## config.mk

```make
export PLATFORM = sky130hd
export DESIGN_NAME = spi_cmd_port
export DESIGN_NICKNAME = d
export VERILOG_FILES = /design/src/rtl/spi_cmd_pkg.sv /design/src/rtl/spi_cmd_frontend.sv /design/src/rtl/spi_cmd_shifter.sv /design/src/rtl/spi_cmd_port.sv
export SDC_FILE = /design/constraint.sdc
export NUM_CORES = 1
export LEC_CHECK = 0
export BUFFER_PORTS_ARGS = -buffer_cell sky130_fd_sc_hd__clkbuf_2
export CAP_MARGIN = 20
export CORE_ASPECT_RATIO = 1.2
export CORE_MARGIN = 5
export CORE_UTILIZATION = 50
export CTS_BUF_LIST = sky130_fd_sc_hd__clkbuf_16
export CTS_CLUSTER_SIZE = 8
export DETAILED_ROUTE_END_ITERATION = 6
export PLACE_DENSITY_LB_ADDON = 0.3
export RECOVER_POWER = 100
export SLEW_MARGIN = 20
export SYNTH_ARGS = -nofsm -noshare
export SYNTH_HDL_FRONTEND = slang
export SYNTH_SLANG_ARGS = --single-unit
```

## constraint.sdc

```tcl
create_clock -name clk -period 1.8 [get_ports clk]
set_clock_uncertainty 0.05 [all_clocks]
set_input_delay 0.18 -clock clk [delete_from_list [all_inputs] [get_ports clk]]
set_output_delay 0.18 -clock clk [all_outputs]
set_load 0.05 [all_outputs]
```

## src/rtl/spi_cmd_pkg.sv

```systemverilog
package spi_cmd_pkg;
  // Synchronised view of the serial pins, with edges detected in the clk domain.
  typedef struct packed {
    logic cs_low;
    logic cs_fall;
    logic cs_rise;
    logic sclk_lvl;
    logic sclk_rise;
    logic sclk_fall;
    logic din;
  } ser_evt_t;
endpackage

```

## src/rtl/spi_cmd_frontend.sv

```systemverilog
module spi_cmd_frontend
  import spi_cmd_pkg::*;
#(
  parameter int SYNC_STAGES = 2
) (
  input  logic     clk,
  input  logic     rst_n,
  input  logic     cs_n,
  input  logic     sclk,
  input  logic     din,
  output ser_evt_t evt
);
  localparam int NPINS = 3;
  // Reset levels per pin: index 2 = cs_n (idle high), 1 = sclk, 0 = din.
  localparam logic [NPINS-1:0] PIN_RST = 3'b100;

  logic [NPINS-1:0]       raw;
  logic [SYNC_STAGES-1:0] stage [NPINS];
  logic [NPINS-1:0]       synced;
  logic                   cs_d, sclk_d;

  assign raw = {cs_n, sclk, din};

  for (genvar g = 0; g < NPINS; g++) begin : g_sync
    always_ff @(posedge clk or negedge rst_n) begin
      if (!rst_n) stage[g] <= {SYNC_STAGES{PIN_RST[g]}};
      else        stage[g] <= {stage[g][SYNC_STAGES-2:0], raw[g]};
    end
    assign synced[g] = stage[g][SYNC_STAGES-1];
  end

  always_ff @(posedge clk or negedge rst_n) begin
    if (!rst_n) begin
      cs_d   <= 1'b1;
      sclk_d <= 1'b0;
    end else begin
      cs_d   <= synced[2];
      sclk_d <= synced[1];
    end
  end

  always_comb begin
    evt.cs_low    = ~synced[2];
    evt.cs_fall   = cs_d & ~synced[2];
    evt.cs_rise   = ~cs_d & synced[2];
    evt.sclk_lvl  = synced[1];
    evt.sclk_rise = ~sclk_d & synced[1];
    evt.sclk_fall = sclk_d & ~synced[1];
    evt.din       = synced[0];
  end
endmodule

```

## src/rtl/spi_cmd_shifter.sv

```systemverilog
module spi_cmd_shifter
  import spi_cmd_pkg::*;
#(
  parameter int WORD_W = 16
) (
  input  logic              clk,
  input  logic              rst_n,
  input  ser_evt_t          evt,
  output logic [WORD_W-1:0] shift_word,
  output logic              frame_ok,
  output logic              dout
);
  localparam int CNT_W = $clog2(WORD_W);

  logic [WORD_W-1:0] sr_q, sr_d;
  logic [CNT_W-1:0]  cnt_q, cnt_d;
  logic              seen_q, seen_d;
  logic              idle_q, idle_d;
  logic              dout_q, dout_d;

  always_comb begin
    sr_d   = sr_q;
    cnt_d  = cnt_q;
    seen_d = seen_q;
    idle_d = idle_q;
    dout_d = dout_q;
    if (evt.cs_fall) begin
      sr_d   = '0;
      cnt_d  = '0;
      seen_d = 1'b0;
      dout_d = 1'b0;
      idle_d = evt.sclk_lvl;
    end else if (evt.cs_low) begin
      if (evt.sclk_rise) begin
        sr_d   = {sr_q[WORD_W-2:0], evt.din};
        cnt_d  = cnt_q + 1'b1;
        seen_d = 1'b1;
      end
      if (evt.sclk_fall) dout_d = sr_q[WORD_W-1];
    end
  end

  always_ff @(posedge clk or negedge rst_n) begin
    if (!rst_n) begin
      sr_q   <= '0;
      cnt_q  <= '0;
      seen_q <= 1'b0;
      idle_q <= 1'b0;
      dout_q <= 1'b0;
    end else begin
      sr_q   <= sr_d;
      cnt_q  <= cnt_d;
      seen_q <= seen_d;
      idle_q <= idle_d;
      dout_q <= dout_d;
    end
  end

  assign shift_word = sr_q;
  assign dout       = dout_q;
  // Whole frames only, and the clock must rest at the latched idle level.
  assign frame_ok   = seen_q && (cnt_q == '0) && (evt.sclk_lvl == idle_q);

  // a select fall restarts the count
  assert_count_restart_R10: assert property (@(posedge clk) disable iff (!rst_n)
    evt.cs_fall |=> (cnt_q == '0) && !seen_q);

  // each captured rising edge advances the count by one
  assert_count_step_R3: assert property (@(posedge clk) disable iff (!rst_n)
    (evt.cs_low && !evt.cs_fall && evt.sclk_rise) |=>
      (cnt_q == CNT_W'($past(cnt_q) + 1'b1)) && seen_q);

  // nothing is captured while deselected
  assert_hold_deselected_R3: assert property (@(posedge clk) disable iff (!rst_n)
    (!evt.cs_low && !evt.cs_fall) |=> $stable(sr_q));
endmodule

```

## src/rtl/spi_cmd_port.sv

```systemverilog
module spi_cmd_port
  import spi_cmd_pkg::*;
#(
  parameter int WORD_W      = 16,
  parameter int SYNC_STAGES = 2
) (
  input  logic              clk,
  input  logic              rst_n,
  input  logic              cs_n,
  input  logic              sclk,
  input  logic              din,
  output logic              dout,
  output logic              dout_oe,
  output logic [WORD_W-1:0] cmd_word,
  output logic              cmd_valid
);
  ser_evt_t          evt;
  logic [WORD_W-1:0] shift_word;
  logic              frame_ok;
  logic [WORD_W-1:0] word_q, word_d;
  logic              valid_q, valid_d;

  spi_cmd_frontend #(.SYNC_STAGES(SYNC_STAGES)) u_front (
    .clk   (clk),
    .rst_n (rst_n),
    .cs_n  (cs_n),
    .sclk  (sclk),
    .din   (din),
    .evt   (evt)
  );

  spi_cmd_shifter #(.WORD_W(WORD_W)) u_shift (
    .clk        (clk),
    .rst_n      (rst_n),
    .evt        (evt),
    .shift_word (shift_word),
    .frame_ok   (frame_ok),
    .dout       (dout)
  );

  always_comb begin
    valid_d = evt.cs_rise && frame_ok;
    word_d  = valid_d ? shift_word : word_q;
  end

  always_ff @(posedge clk or negedge rst_n) begin
    if (!rst_n) begin
      word_q  <= '0;
      valid_q <= 1'b0;
    end else begin
      word_q  <= word_d;
      valid_q <= valid_d;
    end
  end

  assign cmd_word  = word_q;
  assign cmd_valid = valid_q;
  // The pad enable follows the select pin directly, with no synchroniser delay.
  assign dout_oe   = ~cs_n;

  // the strobe lasts one cycle
  assert_strobe_single_R6: assert property (@(posedge clk) disable iff (!rst_n)
    cmd_valid |=> !cmd_valid);

  // the word only moves together with the strobe
  assert_word_hold_R6: assert property (@(posedge clk) disable iff (!rst_n)
    !cmd_valid |-> $stable(cmd_word));

  // a commit only follows a select rise
  assert_commit_on_rise_R3: assert property (@(posedge clk) disable iff (!rst_n)
    cmd_valid |-> $past(evt.cs_rise));
endmodule

```

==> results.md, run 1 <==
* Syn. warnings at 0
* Routed Antenna Nets at 0
* Initial antenna violation count at 0
* Leak Pwr at approximately 1.1 nW
* Die width at 65.1 um
* CTS root buf: clkbuf_16
* Setup crit start kind: register
* Slowest stage delay, CP at slightly above 400 ps
* Via density per instance at between 5 and 6
* RSZ-0062 raised after global routing: false
* Num CTS Buffers at 5
* Detailed-placement wirelength estimate at about 2000 um
* Worst Path Arrival at between 1500 and 2000 ps
* CTS Buffer Depth at 2
* R2R setup slack at between 150 and 200 ps
* Vias in the first global route at 1114
* CP endpoint kind: register
* Crit-path slowest cell: dfrtp_1
* Htree depth at 2
* Worst reg2reg path startpoint: u_shift.cnt_q[0]$_DFFE_PN0P_
* Slew margin rel. at roughly 53%
* Core Footprint at around 3600 um^2
* CTS tree: built
* Antenna Cells at 0
* Tmin final at approximately 1600 ps
* Syn avg cell area at 15.3 um^2
* Crit Path Class: reg2reg
* Total GRT Usage at between 10% and 20%
* Max Cap Viol at 0
* Maximum vdd drop at 0.000735 V
* Fin Setup TNS at 0 ps
* Max Freq at 609 MHz
* Register area share after synthesis at between 60% and 70%
* Outcome: finished, final reports clean
* Total Routed Length at around 3000 um
* Placement Rows at 24
* Routed WL per cell at between 15 and 20 um
* Via count at roughly 1000
* Post-synth net total at roughly 130
* Final Hold Viols at 0
* Die height at approximately 76 um
* First-pass GRT wire length at between 5000 and 6000 um
* CTS sink cnt at between 40 and 50
* Slew Viols, Final at 0
* Final #Nets at 161
* Period utilization at around nine tenths
* Worst Max-Slew Pin Slew at approximately 700 ps
* Syn Inst Count at between 100 and 150
* Synth cell types at 25
* Largest net degree at the start of global routing at 32
* HP Class: reg2reg
* Synth-to-Final Area Change at 18.5%
* Port Buf Inserts at 23
* Worst Setup SP: u_shift.cnt_q[0]$_DFFE_PN0P_
* Register bit total from synthesis at 48
* Worst-Skew Late Latency at 280 ps
* Worst R2R End: cmd_word[10]$_DFFE_PN0P_
* Most frequent cells in the layout: 45 x dfrtp_1, 22 x clkbuf_1, 17 x a22o_1
* CP max FO at 11
* Critical-path cell list: inv_1, ha_1, and4bb_1, nand4_4, buf_12, mux2_1
* Worst-case hold slack at roughly 300 ps
* R2r worst-path depth at 6
* Initial Util at 51.0%
* GP Congestion at just under 0.7
* CTS clk-pin slew, worst paths at 60 ps
* Drt first-iter violations at 39
* Worst Path Required at ~1900 ps
* Post-Synthesis Cell Area at 1820 um^2
* Die area at 4960 um^2
* Iteration count of the initial detailed-routing pass at 4
* Setup-failing EPs final at 0
* Crit path capture: cmd_word[10]$_DFFE_PN0P_
* PD cells at 1040 nW/um^2
* DRC at 0
* Post-CTS Resized at 0
* Grt total ovfl at 0
* Most common cell after layout, fill and taps aside: dfrtp_1
* Share of layout cells above drive strength 1 at 17.4%
* # IOs at 24
[layout make-up]
type / count / area [um^2]
sequential: 48 / 1200
tap: 39 / 48.8
clock buffer: 5 / 125
clock inverter: 3 / 37.5
timing repair buffer: 33 / 178
fill: 290 / 1410
inverter: 6 / 22.5
multi-input combinational: 60 / 544
[flip-flops by register name, indices dropped and copies added (netlist names)]
register	flops
cmd_word	16
u_shift.shift_word	16
u_front.stage	4
u_shift.cnt_q	4
u_front.evt	2
cmd_valid	1
u_front.cs_d	1
u_front.sclk_d	1
u_shift.dout	1
u_shift.idle_q	1
u_shift.seen_q	1
[cells in the mapped netlist, drive strengths merged]
cell type,n,area [um^2]
dfrtp,45,1130
a22o,17,149
mux2,17,225
inv,6,22.5
o21ai,4,20.0
clkbuf,3,11.3
dfstp,3,78.8
nor2b,3,18.8
buf,2,16.3
ha,2,25.0
nand2,2,7.51
nand2b,2,12.5
nor2,2,7.51
xnor2,2,17.5
a21o,1,7.51
a21oi,1,5.00
a32o,1,10.0
and4bb,1,12.5
nand3,1,5.00
nand4,1,21.3
nor4b,1,8.76
o21a,1,7.51
o21bai,1,7.51
[cells by family (layout without fill, tap and decap cells)]
kind of cell,Yosys count,in the layout,share of synthesized area (%)
fa+ha+maj,2,2,1.37
xor+xnor,2,2,0.961
mux,17,17,12.4
flops,48,48,66.1
simple gates,13,13,5.15
buf+inv,11,47,2.74
compound gates,26,26,11.3
[where the power goes]
part / internal [W] / total [W] / switching [W]
registers: 0.00111 / 0.00113 / 0.0000192
logic: 0.0000431 / 0.000128 / 0.0000848
clock network: 0.000644 / 0.000999 / 0.000355
total: 0.00180 / 0.00225 / 0.000459
[worst min-delay path by stage]
stage / from / to / slack (ps) / cells past startpoint
2_1_floorplan: rst_n / cmd_valid$_DFF_PN0_ / -170 / 0
3_3_place_gp: rst_n / u_shift.dout$_DFFE_PN0P_ / 210 / 1
3_5_place_dp: rst_n / u_shift.dout$_DFFE_PN0P_ / 230 / 1
4_1_cts: u_front.stage[2]$_DFF_PN0_ / u_front.evt[3]$_DFF_PN0_ / 310 / 0
5_1_grt: u_front.stage[2]$_DFF_PN0_ / u_front.evt[3]$_DFF_PN0_ / 310 / 0
6_report: u_front.stage[2]$_DFF_PN0_ / u_front.evt[3]$_DFF_PN0_ / 300 / 0
[metal layers]
layer / global-route usage [%] / wire length (um) / vias to the layer above
met5: 0 / 0 / -
met4: 6.22 / 63 / 0
met3: 4.87 / 138 / 7
met2: 22.2 / 1490 / 24
met1: 17.8 / 1290 / 529
li1: - / - / 489
[critical path: cells and delay by family (launching register included)]
family                     cells  cell delay (ps)
adders and majority gates      1              140
buffers and inverters          2              280
DFF                            1              410
muxes                          1              310
and+or+nand+nor                2              330
[metrics by stage]
stage | worst slack [ps] | utilization (%) | instance area, um^2 | total power, W | cells
final | 158 | 60.5 | 2160 | 0.00225 | 194
after global routing | 66.2 | 60.5 | 2160 | 0.00235 | 194
after CTS | 174 | 62.3 | 2230 | 0.00229 | 194
after detailed placement | 4.13 | 55.8 | 2000 | 0.00127 | 180
after global placement | 57.0 | 55.8 | 2000 | 0.00127 | 180
after floorplan | 174 | - | 1820 | 0.00122 | 119
[timing repair]
item                                   CTS  global route
buffers inserted                         2             0
endpoints found under the hold margin   29             0
hold buffers                             4             0
setup endpoints to repair               16             0
(Power assumes the default switching activity.)
==> inputs of run 2 (changes only) <==
SYNTH_HIERARCHICAL = 1   (was unset)
==> results.md, run 2 <==
* Post-Synthesis Cell Area at 1910 um^2
* Setup crit start kind: register
* Synth-to-Final Area Change at 17.7%
* Slew margin rel. at ~26%
* Tmin final at between 1500 and 2000 ps
* Worst Max-Slew Pin Slew at about 1100 ps
* Ys async rst share at between 90% and 100%
* HP Class: reg2reg
* Syn Inst Count at ~160
* Die height at around 78 um
* CTS root buf: clkbuf_16
* Worst-case hold slack at 300 ps
* Max Cap Viol at 0
* PD cells at approximately 1200 nW/um^2
* Fill cells at 317
* Worst Path Required at about 1900 ps
* Worst-Skew Late Latency at around 280 ps
* CP endpoint kind: register
* Period utilization at about nine tenths
* Slew Viols, Final at 0
* Syn avg cell area at ~12 um^2
* Routed Antenna Nets at 0
* Vias in the first global route at around 1200
* Post-layout util at between 60% and 70%
* Core Footprint at around 3700 um^2
* Total power at around 0.0026 W
* Num CTS Buffers at 5
* Leak Pwr at between 1 and 1.5 nW
* Worst Path Arrival at approximately 1800 ps
* Most instantiated cells after synthesis: 45 x dfrtp_1, 36 x nand2_1, 19 x a21oi_1
* Number of flops mapped to enable cells by yosys at 0
* CTS Buffer Depth at 2
* Crit path buffers/inverters at 1
* Final #Nets at about 190
* Antenna Cells at 0
* Critical-path cell list: inv_1, ha_1, nand4bb_1, nor2_1, nand2_4, mux2_1
* Postcts setup bufs at 0
* Die width at around 66 um
* CTS sink cnt at 48
* Largest delay contributor family on the critical path: simple AND/OR/NAND/NOR gates
* Placed Instances at approximately 230
* Htree depth at 2
* Register bit total from synthesis at 48
* Port Buf Inserts at 23
* Placement Rows at 24
* Total Routed Length at ~3200 um
* CP max FO at 17
* Slowest stage delay, CP at 420 ps
* RSZ-0062 raised after global routing: false
* Crit-path slowest cell: dfrtp_1
* Maximum vdd drop at ~0.00076 V
* Synth area leader: dfrtp_1
* Post-synth top flop: dfrtp_1
* Multi-input gate area at between 500 and 600 um^2
* DRC at 0
* Fin Setup TNS at 0 ps
* Crit Path Class: reg2reg
* Cell types occupying the most area after synthesis: dfrtp_1 59%, mux2_4 7.1%, nand2_1 7.1%
* Register area share after synthesis at 63.2%
* Share of layout cells above drive strength 1 at between 10 and 15%
* Post-synth net total at roughly 160
* Initial antenna violation count at 0
* Iteration count of the initial detailed-routing pass at 4
* Detailed-placement wirelength estimate at between 2000 and 2500 um
* Synth top area share at between 50% and 60%
* Register area at approximately 1200 um^2
* Final std cells w/o fill at 240
* Via density per instance at between 4 and 5
* First-pass GRT wire length at approximately 5600 um
* Drt first-iter violations at 32
* Initial Util at 52.0%
* Most common cell after layout, fill and taps aside: dfrtp_1
* Grt total ovfl at 0
* GP Congestion at around 0.74
* Largest net degree at the start of global routing at 49
* Syn. warnings at 6
* Final Hold Viols at 0
* Top-count cell post-synth: dfrtp_1
* Die area at around 5200 um^2
* Routed WL per cell at roughly 13 um
* Outcome: finished, final reports clean
* Synth cell types at 25
* Via count at between 1000 and 1500
* Max Freq at ~610 MHz
* Most frequent cells in the layout: 45 x dfrtp_1, 37 x nand2_1, 20 x clkbuf_1, 19 x a21oi_1, 9 x mux2_1
* # IOs at 24
* CTS tree: built
* Setup-failing EPs final at 0
* CTS clk-pin slew, worst paths at 60 ps
* Total GRT Usage at about 14%
==> run 2: worst paths after layout <==
path | from | endpoint | slack (ps) | depth (start not counted)
max | u_shift/cnt_q[0]$_DFFE_PN0P_ | cmd_word[7]$_DFFE_PN0P_ | 160 | 6
min | u_front/stage[4]$_DFF_PN0_ | u_front/evt[0]$_DFF_PN0_ | 300 | 0
max reg2reg | u_shift/cnt_q[0]$_DFFE_PN0P_ | cmd_word[7]$_DFFE_PN0P_ | 160 | 6
min reg2reg | u_front/stage[4]$_DFF_PN0_ | u_front/evt[0]$_DFF_PN0_ | 300 | 0
max in group asynchronous | rst_n | cmd_word[1]$_DFFE_PN0P_ | 350 | 3
min in group asynchronous | rst_n | u_shift/cnt_q[3]$_DFFE_PN0P_ | 680 | 3
==> run 2: stage by stage <==
step                setup slack (ps)  instance area (um^2)
finish                           157                  2240
global route                    43.6                  2240
CTS                              148                  2310
detailed placement               163                  2060
global placement                 217                  2060
floorplan                        220                  1910
==> run 2: worst reg2reg max path, stage by stage (launching register included) <==
cell and delay [ps]:
dfrtp_1 420, inv_1 80, ha_1 140, nand4bb_1 100
nor2_1 180, nand2_4 180, mux2_1 370
==> run 2: layout make-up <==
class	instances	area share, %
well taps	52	2.90
clock buffers	5	5.58
clock inverters	3	4.02
flip-flops and latches	48	53.7
inverters	5	0.837
repair buffers	32	7.14
multi-input cells	95	25.8
==> run 2: repair_timing <==
item / in CTS / in global routing
hold endpoints to repair: 48 / 0
setup endpoints to repair: 0 / 0
hold buffers: 4 / 0
gates resized for setup: 0 / 0
==> run 2: logic make-up after synthesis <==
family / Yosys count / share of synthesized area [%]
adders and majority gates: 2 / 1.31
DFF: 48 / 63.2
AOI/OAI and AO/OA: 20 / 5.25
and+or+nand+nor: 53 / 12.6
muxes: 17 / 11.8
buffers and inverters: 13 / 4.46
xor gates and xnor gates: 3 / 1.38
==> run 2: power by group <==
part,switching (W),internal [W]
Sequential,0.0000206,0.00111
Combinational,0.000101,0.0000466
Clock,0.000374,0.000935
==> run 2: per-layer routing <==
layer  track usage, %  vias up  wire length, um
met5                0        -                0
met1             17.3      544             1380
met2             23.5       26             1640
met3             5.06        2              177
met4             5.49        0               21
li1                 -      572                -
==> inputs of run 3 (changes only) <==
ABC_AREA = 1   (was unset)
CORE_UTILIZATION = 51   (was 50)
==> results.md, run 3 <==
* Max Freq at 642 MHz
* Cell types occupying the most area after synthesis: dfrtp_1 56%, nand2_1 7.3%, nand3_1 6.3%
* Routed WL per cell at around 12 um
* Most common cell after layout, fill and taps aside: dfrtp_1
* Top-count cell post-synth: dfrtp_1
* GP Congestion at between 0.6 and 0.7
* Synth top area share at 56.3%
* Crit Path Class: reg2reg
* Most frequent cells in the layout: 45 x dfrtp_1, 41 x nand2_1, 25 x nand3_1, 23 x inv_1, 19 x clkbuf_1
* Via count at roughly 1300
* Placement Rows at 25
* Multi-input gate area at roughly 520 um^2
* Critical-path cell list: inv_1, nor2_1, inv_4, nand2_2, o22ai_1
* Outcome: finished, final reports clean
* HP Class: reg2reg
* CTS clk-pin slew, worst paths at 60 ps
* Setup WS post-layout at between 200 and 250 ps
* Die height at roughly 79 um
* Htree depth at 2
* Post-Synth Adder-Cell Area at 1.25%
* Hold Path Cell Cnt at 0
* Final std cells w/o fill at roughly 270
* Antenna Cells at 0
* Crit path capture: u_shift/shift_word[8]$_DFFE_PN0P_
* Tmin final at about 1600 ps
* CP endpoint kind: register
* Register area share after synthesis at between 60% and 70%
* Initial Util at about half
* Ys async rst share at 100%
* DRC at 0
* Placed Instances at 256
* Final #Nets at 220
* Complex-gate fraction of the synthesized area at 9.01%
* Detailed-placement wirelength estimate at just over 2000 um
* CTS Buffer Depth at 2
* Post-Synthesis Cell Area at approximately 2000 um^2
* Syn Inst Count at roughly 190
* Total Routed Length at 3110 um
* RSZ-0062 raised after global routing: false
* Share of layout cells above drive strength 1 at 10.7%
* # IOs at 24
* Worst reg2reg path startpoint: u_front/cs_d$_DFF_PN1_
* Final Hold Viols at 0
* Fill cells at roughly 380
* Number of flops mapped to enable cells by yosys at 0
* Largest net degree at the start of global routing at approximately 50
* Fin Setup TNS at 0 ps
* Routed Antenna Nets at 0
* First-pass GRT wire length at 5450 um
* Setup crit start kind: register
* Via density per instance at ~4.8
* Synth-to-Final Area Change at 11.3%
* Post-synthesis mux area share at 0%
* CTS tree: built
* Core Footprint at approximately 3900 um^2
* Simple-Gate Fraction of Synth Area at 18.6%
* Num CTS Buffers at 5
* Slew margin rel. at about three fifths
* Post-synth top flop: dfrtp_1
* Worst R2R End: u_shift/shift_word[8]$_DFFE_PN0P_
* Register area at roughly 1200 um^2
* Synth cell types at 23
* Register bit total from synthesis at 48
* Setup-failing EPs final at 0
* Largest family of logic cells by synthesized area: simple AND/OR/NAND/NOR gates
* Postcts setup bufs at 0
* Syn. warnings at 6
* Die area at 5280 um^2
* CTS sink cnt at 48
* Total GRT Usage at 13.6%
* Drt first-iter violations at about 110
* Syn avg cell area at 10.8 um^2
* CP max FO at 15
* Worst Setup SP: u_front/cs_d$_DFF_PN1_
* CTS root buf: clkbuf_16
* Grt total ovfl at 0
* Worst Path Required at about 1900 ps
* Vias in the first global route at roughly 1200
* Die width at approximately 67 um
* Leak Pwr at ~1.1 nW
* Worst Max-Slew Pin Slew at roughly 600 ps
* Dpl ws at around 250 ps
* Port Buf Inserts at 23
* Slew Viols, Final at 0
* R2R setup slack at around 240 ps
* Initial antenna violation count at 0
* Worst Path Arrival at around 1700 ps
* Most instantiated cells after synthesis: 45 x dfrtp_1, 39 x nand2_1, 25 x nand3_1
* Post-synth net total at approximately 190
* PD cells at roughly 1000 nW/um^2
* Period utilization at about 87%
* Worst-case hold slack at ~300 ps
* Max Cap Viol at 0
* Maximum vdd drop at roughly 0.00066 V
* Crit-path slowest cell: dfstp_1
* R2r worst-path depth at 5
* Synth area leader: dfrtp_1
* Worst-Skew Late Latency at between 200 and 300 ps
* Synth Area in XOR/XNOR at less than 1%
* Slowest stage delay, CP at 530 ps
* Iteration count of the initial detailed-routing pass at 4
[run 3: changes by cell type after synthesis, moves of 8 or more]
cell,delta
a21oi_1,-17
nand3_1,+22
o22ai_2,+10
mux2_2,-8
mux2_4,-9
inv_1,+17
[run 3: final cells by class]
type / instances / area share, %
clock buffer: 5 / 5.62
clock inverter: 3 / 1.74
inverter: 25 / 4.55
multi-input combinational: 103 / 23.5
sequential: 48 / 54.1
tap: 54 / 3.03
timing repair buffer: 30 / 7.47
[run 3: cell families (layout without fill, tap and decap cells)]
group / count (synthesis) / after routing
and+or+nand+nor: 79 / 79
adders and majority gates: 2 / 2
DFF: 48 / 48
AOI/OAI and AO/OA: 20 / 20
buffers and inverters: 34 / 63
xor gates and xnor gates: 2 / 2
[run 3: power breakdown]
part | total (W) | internal, W | switching (W)
registers | 0.00113 | 0.00111 | 0.0000159
logic | 0.000168 | 0.0000467 | 0.000121
clock network | 0.00100 | 0.000647 | 0.000358
total | 0.00230 | 0.00180 | 0.000496
[run 3: worst min-delay path by stage]
| stage | to | slack [ps] | from |
|---|---|---|---|
| 3_5_place_dp | u_front/stage[0]$_DFF_PN1_ | 230 | cs_n |
| 4_1_cts | u_front/evt[3]$_DFF_PN0_ | 310 | u_front/stage[2]$_DFF_PN0_ |
| 2_1_floorplan | cmd_valid$_DFF_PN0_ | -170 | rst_n |
| 5_1_grt | u_front/stage[1]$_DFF_PN1_ | 310 | u_front/stage[0]$_DFF_PN1_ |
| 3_3_place_gp | u_front/stage[0]$_DFF_PN1_ | 230 | cs_n |
| 6_report | u_front/evt[3]$_DFF_PN0_ | 300 | u_front/stage[2]$_DFF_PN0_ |
[run 3: what timing repair did]
action,4_1_cts,5_1_grt
hold endpoints to repair,48,0
endpoints found under the setup margin,0,0
resized for setup,0,0
hold buffers,4,0
[run 3: metrics by stage]
stage / total power, W / cell area, um^2 / util [%]
final: 0.00230 / 2230 / 57.4
after global routing: 0.00240 / 2230 / 57.4
after floorplan: 0.00128 / 2000 / -
after global placement: 0.00132 / 2120 / 54.6
after detailed placement: 0.00132 / 2120 / 54.6
after CTS: 0.00234 / 2320 / 59.9
[run 3: per-layer routing]
metal  vias up  wire (um)  track usage, %
met5         -          0               0
met4         0         66            7.30
met2        30       1480            20.7
met1       603       1420            17.2
li1        646          -               -
met3         7        146            3.86
[run 3: worst max-delay path, delay by kind of cell (launching register included)]
kind                   cells  cell delay (ps)
flip-flops                 1              530
AO/OA/AOI/OAI              1              120
buffers and inverters      2              170
AND/OR/NAND/NOR            2              550
